$ cat config.mk
export PLATFORM = sky130hd
export DESIGN_NAME = gain_serial_port
export DESIGN_NICKNAME = d
export VERILOG_FILES = /design/src/rtl/gsp_pkg.sv /design/src/rtl/gsp_sync.sv /design/src/rtl/gsp_shift.sv /design/src/rtl/gsp_regs.sv /design/src/rtl/gain_serial_port.sv
export SDC_FILE = /design/constraint.sdc
export NUM_CORES = 1
export LEC_CHECK = 0
export ABC_AREA = 0
export BUFFER_PORTS_ARGS = -buffer_cell sky130_fd_sc_hd__buf_2
export CORE_MARGIN = 4
export CORE_UTILIZATION = 58
export CTS_CLUSTER_SIZE = 16
export DETAILED_ROUTE_END_ITERATION = 6
export PLACE_DENSITY = 0.79
export SYNTH_ARGS = -nofsm -noshare
export SYNTH_HDL_FRONTEND = slang
export SYNTH_HIERARCHICAL = 1
export SYNTH_SLANG_ARGS = --single-unit
export TNS_END_PERCENT = 1
$ cat constraint.sdc
create_clock -name clk -period 2 [get_ports clk]
set_input_delay 0.1 -clock clk [delete_from_list [all_inputs] [get_ports clk]]
set_output_delay 0.1 -clock clk [all_outputs]
set_load 0.1 [all_outputs]
$ cat src/rtl/gsp_pkg.sv
`timescale 1ns/1ps
package gsp_pkg;
    localparam int WORD_W = 8;

    typedef struct packed {
        logic data;
        logic sclk;
        logic wr_n;
        logic ld_n;
    } pins_t;

    localparam pins_t PINS_IDLE = '{data: 1'b0, sclk: 1'b1, wr_n: 1'b1, ld_n: 1'b1};
endpackage

$ cat src/rtl/gsp_sync.sv
`timescale 1ns/1ps
module gsp_sync
    import gsp_pkg::*;
(
    input  logic  clk,
    input  logic  rst_n,
    input  pins_t pins_i,
    output pins_t pins_o
);
    typedef struct packed {
        pins_t s1;
        pins_t s2;
    } sync_st_t;

    sync_st_t q, d;

    always_comb begin
        d.s1 = pins_i;
        d.s2 = q.s1;
    end

    always_ff @(posedge clk or negedge rst_n) begin
        if (!rst_n) q <= '{s1: PINS_IDLE, s2: PINS_IDLE};
        else        q <= d;
    end

    assign pins_o = q.s2;
endmodule

$ cat src/rtl/gsp_shift.sv
`timescale 1ns/1ps
module gsp_shift
    import gsp_pkg::*;
(
    input  logic              clk,
    input  logic              rst_n,
    input  pins_t             pins_s,
    output logic              byte_v_o,
    output logic [WORD_W-1:0] byte_o,
    output logic              frame_end_o
);
    localparam int CNT_W = $clog2(WORD_W);

    typedef struct packed {
        logic              sclk_p;
        logic              wr_p;
        logic [WORD_W-1:0] sh;
        logic [CNT_W-1:0]  cnt;
        logic              byte_v;
        logic              frame_end;
    } shift_st_t;

    shift_st_t q, d;

    always_comb begin
        d           = q;
        d.sclk_p    = pins_s.sclk;
        d.wr_p      = pins_s.wr_n;
        d.byte_v    = 1'b0;
        d.frame_end = pins_s.wr_n & ~q.wr_p;
        if (pins_s.wr_n) begin
            d.cnt = '0;
        end else if (q.sclk_p && !pins_s.sclk) begin
            d.sh     = {q.sh[WORD_W-2:0], pins_s.data};
            d.cnt    = q.cnt + 1'b1;
            d.byte_v = (q.cnt == CNT_W'(WORD_W - 1));
        end
    end

    always_ff @(posedge clk or negedge rst_n) begin
        if (!rst_n) begin
            q        <= '0;
            q.sclk_p <= PINS_IDLE.sclk;
            q.wr_p   <= 1'b1;
        end else begin
            q <= d;
        end
    end

    assign byte_v_o    = q.byte_v;
    assign byte_o      = q.sh;
    assign frame_end_o = q.frame_end;
endmodule

$ cat src/rtl/gsp_regs.sv
`timescale 1ns/1ps
module gsp_regs
    import gsp_pkg::*;
#(
    parameter int NCH = 6,
    parameter int MW  = 7,
    parameter int CW  = 5
) (
    input  logic              clk,
    input  logic              rst_n,
    input  logic              ld_s,
    input  logic              three_wire,
    input  logic              byte_v,
    input  logic [WORD_W-1:0] byte_i,
    input  logic              frame_end,
    output logic [MW-1:0]     master_o,
    output logic [NCH*CW-1:0] chan_o,
    output logic [NCH:0]      mute_o,
    output logic              commit_o
);
    localparam int AW = $clog2(NCH + 1);

    typedef struct packed {
        logic              ld_p;
        logic [AW-1:0]     sel;
        logic              sel_ok;
        logic [MW-1:0]     stg_m;
        logic [NCH*CW-1:0] stg_c;
        logic [NCH:0]      wrt;
        logic [MW-1:0]     act_m;
        logic [NCH*CW-1:0] act_c;
        logic [NCH:0]      mute;
    } regs_st_t;

    regs_st_t q, d;
    logic     commit;

    always_comb begin
        commit = three_wire ? frame_end : (q.ld_p & ~ld_s);

        d      = q;
        d.ld_p = ld_s;

        if (byte_v) begin
            if (byte_i[WORD_W-1]) begin
                d.sel    = byte_i[AW-1:0];
                d.sel_ok = (byte_i[AW-1:0] <= AW'(NCH));
            end else if (q.sel_ok) begin
                if (q.sel == AW'(NCH)) begin
                    d.stg_m    = byte_i[MW-1:0];
                    d.wrt[NCH] = 1'b1;
                end
                for (int k = 0; k < NCH; k++) begin
                    if (q.sel == AW'(k)) begin
                        d.stg_c[k*CW +: CW] = byte_i[CW-1:0];
                        d.wrt[k]            = 1'b1;
                    end
                end
            end
        end

        if (frame_end) d.sel_ok = 1'b0;

        if (commit) begin
            d.act_m = q.stg_m;
            d.act_c = q.stg_c;
            d.mute  = q.mute & ~q.wrt;
        end
    end

    always_ff @(posedge clk or negedge rst_n) begin
        if (!rst_n) begin
            q      <= '0;
            q.ld_p <= 1'b1;
            q.mute <= '1;
        end else begin
            q <= d;
        end
    end

    assign master_o = q.act_m;
    assign chan_o   = q.act_c;
    assign mute_o   = q.mute;
    assign commit_o = commit;
endmodule

$ cat src/rtl/gain_serial_port.sv
`timescale 1ns/1ps
module gain_serial_port
    import gsp_pkg::*;
#(
    parameter int NCH = 6,
    parameter int MW  = 7,
    parameter int CW  = 5
) (
    input  logic              clk,
    input  logic              rst_n,
    input  logic              sclk_i,
    input  logic              sdata_i,
    input  logic              wr_n_i,
    input  logic              ld_n_i,
    input  logic              three_wire_i,
    output logic [MW-1:0]     master_o,
    output logic [NCH*CW-1:0] chan_o,
    output logic [NCH:0]      mute_o
);
    pins_t             pins_a;
    pins_t             pins_s;
    logic              wr_s;
    logic              byte_v;
    logic [WORD_W-1:0] byte_w;
    logic              frame_end;
    logic              commit;

    assign pins_a = '{data: sdata_i, sclk: sclk_i, wr_n: wr_n_i, ld_n: ld_n_i};
    assign wr_s   = pins_s.wr_n;

    gsp_sync u_sync (
        .clk    (clk),
        .rst_n  (rst_n),
        .pins_i (pins_a),
        .pins_o (pins_s)
    );

    gsp_shift u_shift (
        .clk         (clk),
        .rst_n       (rst_n),
        .pins_s      (pins_s),
        .byte_v_o    (byte_v),
        .byte_o      (byte_w),
        .frame_end_o (frame_end)
    );

    gsp_regs #(.NCH(NCH), .MW(MW), .CW(CW)) u_regs (
        .clk        (clk),
        .rst_n      (rst_n),
        .ld_s       (pins_s.ld_n),
        .three_wire (three_wire_i),
        .byte_v     (byte_v),
        .byte_i     (byte_w),
        .frame_end  (frame_end),
        .master_o   (master_o),
        .chan_o     (chan_o),
        .mute_o     (mute_o),
        .commit_o   (commit)
    );
endmodule

==> flow_metrics.tcl <==
set metrics [dict create \
    first_pass_iters 4 \
    nets 337 \
    core_um2 7770 \
    numCtsBuffers 17 \
    ctsRootBufferMaster "clkbuf_8" \
    cp.arrival_ps 2070 \
    areaGrowthSynthToFinish_pct 13.6 \
    synth_top_area_share 0.535 \
    synth_seq_cells 116 \
    drive_above_1_share 0.587 \
    p_per_area_nw_per_um2 1090 \
    rows 32 \
    grt_use_total 0.178 \
    fin_crit_ps 1700 \
    dieArea_um2 9560 \
    syn_inst 310 \
    period_share 0.848 \
    timing.fmax_mhz 589 \
    slowest_delay_ps 450 \
    reg2reg_depth 3 \
    start_util 0.602 \
    place_area_um2 4660 \
    finalPower_mw 5.81 \
    die_x_um 97.8 \
    cts_max_path_buffers 2 \
    dp_hpwl_um 4500 \
    worstSetupEndpoint "u_regs/q[53]" \
    synth_area_um2 4680 \
    port_buffers 50 \
    skew_ps 8.12 \
    cts.clk_slew.worst_paths_ps 60 \
    setup-violations-final 0 \
    yosysUniqueCellTypes 31 \
    drv_slew 0 \
    via_per_inst 5.10 \
    cts_max_level 4 \
    yosysWarningCount 6 \
    ys.flop_type "dfrtp_1" \
    grt_pass1_wl_um 13300 \
    worstSetupEndpointType "register" \
    cts_tree "built" \
    post_synth_main_area_contributors "dfrtp_1, mux2_2, dfstp_2" \
    rr_endpoint "u_regs/q[53]" \
    crit_slowest_cell "or3b_4" \
    drtIter0Drc 76 \
    cp-start-kind "register" \
    synth_area_leader_cell "dfrtp_1" \
    drcViolationCount 0 \
    clkLatencyLatePin_ps 500 \
    hold_violations 0 \
    final_util 0.684 \
    slew_headroom 0.604 \
    path_cells "or3b_4 > nand2b_1 > mux2_4" \
    critPathMaxFanout 6 \
    antenna_found_initial 0 \
    synth_edf_count 0 \
    syn_nets 319 \
    peakVddDrop_mv 0.616 \
    ioPinCount 51 \
    tightest_slew_ps 594 \
    grt_start_max_net_pins 117 \
    avgRoutedWirePerCell_um 17.2 \
    seq_area_frac_synth 0.625 \
    cts_resized 0 \
    leakagePower_nw 2.77 \
    crit_required_ps 2380 \
    syn_area_per_cell_um2 15.1 \
    rrSetupSlack_ps 300 \
    fin_setup_tns_ps 0 \
    grt_pass1_vias 2588 \
    crit_start "u_shift/byte_o[7]" \
    synth-async-reset-ratio 1.00 \
    final_cell_area_um2 5310 \
    worstSetupPathType "register to register" \
    gp_congestion 0.733 \
    max_cap_violations 0 \
    die_h_um 97.8 \
    finalWirelength_um 7640 \
    cts.sinks 116 \
    vias 2259 \
    r2r_start "u_shift/byte_o[7]" \
    ant_nets 0 \
    status "complete, no violations" \
    grt.overflow.total 0 \
    rsz0062_at_grt "false" \
    hold_path.class "input pin to asynchronous set/reset pin" \
    diodes 0 \
]
==> how the worst min path moves through the flow <==
| stage | endpoint | slack [ps] | from |
|---|---|---|---|
| 4_1_cts | u_sync/d[2] | 210 | sclk_i |
| 5_1_grt | u_sync/d[2] | 250 | sclk_i |
| 6_report | u_regs/chan_o[2] | 230 | rst_n |
| 2_1_floorplan | u_regs/chan_o[0] | -200 | rst_n |
| 3_5_place_dp | u_sync/d[1] | 210 | wr_n_i |
| 3_3_place_gp | u_sync/d[2] | 200 | sclk_i |
==> cell type report <==
cell class	instances	area (µm²)
clock buffer	23	477
clock inverter	9	126
fill	509	2450
inverter	1	3.75
timing repair buffer	58	338
sequential	116	2920
multi-input combinational	134	1320
tap	102	128
==> flip-flops by register name (all words and copies together), names as in the netlist, 4 cells and up <==
name / count
u_sync/pins_o: 4
u_regs/chan_o: 30
u_shift/byte_o: 8
u_regs/q: 49
u_regs/master_o: 7
u_shift/q: 5
u_sync/d: 4
u_regs/mute_o: 7
==> power breakdown <==
group / leakage, nW / internal [mW] / switching (mW)
registers: 1.55 / 2.43 / 0.166
clock network: 0.298 / 2.02 / 0.998
logic: 0.930 / 0.0971 / 0.0950
==> routing by layer <==
metal | wire (µm) | GRT usage | vias up
li1 | - | - | 1045
met1 | 3400 | 0.228 | 1160
met2 | 3840 | 0.288 | 46
met3 | 315 | 0.0586 | 8
met4 | 89 | 0.0607 | 0
met5 | 0 | 0 | -
==> cell usage after synthesis (3+ instances only) <==
master      n
dfrtp_1   100
a21oi_1     3
dfstp_2    16
buf_2       5
mux2_2     80
mux2_4      5
nand2_1     8
a21boi_0    7
or2_2       5
buf_4      52
nand2b_1    5
==> cell usage in the layout, fill, tap and decap left out, types with 2 or more instances in the layout <==
| master | count |
|---|---|
| buf_4 | 3 |
| nand2_1 | 8 |
| nand3b_1 | 2 |
| mux2_2 | 80 |
| mux2_4 | 5 |
| a21oi_1 | 3 |
| a21boi_0 | 7 |
| clkbuf_8 | 5 |
| clkbuf_16 | 16 |
| nor2_1 | 2 |
| nor2_2 | 2 |
| clkinv_2 | 4 |
| buf_2 | 49 |
| clkbuf_1 | 2 |
| ha_1 | 2 |
| dfrtp_1 | 100 |
| bufinv_16 | 3 |
| dfstp_2 | 16 |
| or2_2 | 5 |
| nand2b_1 | 5 |
| dlygate4sd3_1 | 5 |
==> stage by stage <==
stage / std cells / worst slack, ps / hold slack (ps)
floorplan: 310 / 335 / -196
global placement: 406 / 358 / 205
detailed placement: 406 / 319 / 206
CTS: 443 / 313 / 213
global route: 443 / 219 / 246
finish: 443 / 303 / 226
==> what timing repair did <==
| item | in CTS | in global routing |
|---|---|---|
| endpoints found under the hold margin | 104 | 0 |
| hold buffers | 5 | 0 |
| buffers inserted | 0 | 0 |
==> cells by family after synthesis <==
logic type / Yosys count / share of synthesized area
buffers and inverters: 60 / 0.0929
flip-flops: 116 / 0.625
adder cells (fa/ha/maj): 2 / 0.00535
multiplexers: 85 / 0.209
AO/OA/AOI/OAI: 12 / 0.0179
AND/OR/NAND/NOR: 34 / 0.0482
XOR/XNOR: 1 / 0.00187
==> critical path, delay by kind of cell (launching register included) <==
| kind | cells | cell delay [ps] |
|---|---|---|
| DFF | 1 | 400 |
| muxes | 1 | 380 |
| and+or+nand+nor | 2 | 790 |
(Power assumes the default switching activity.)
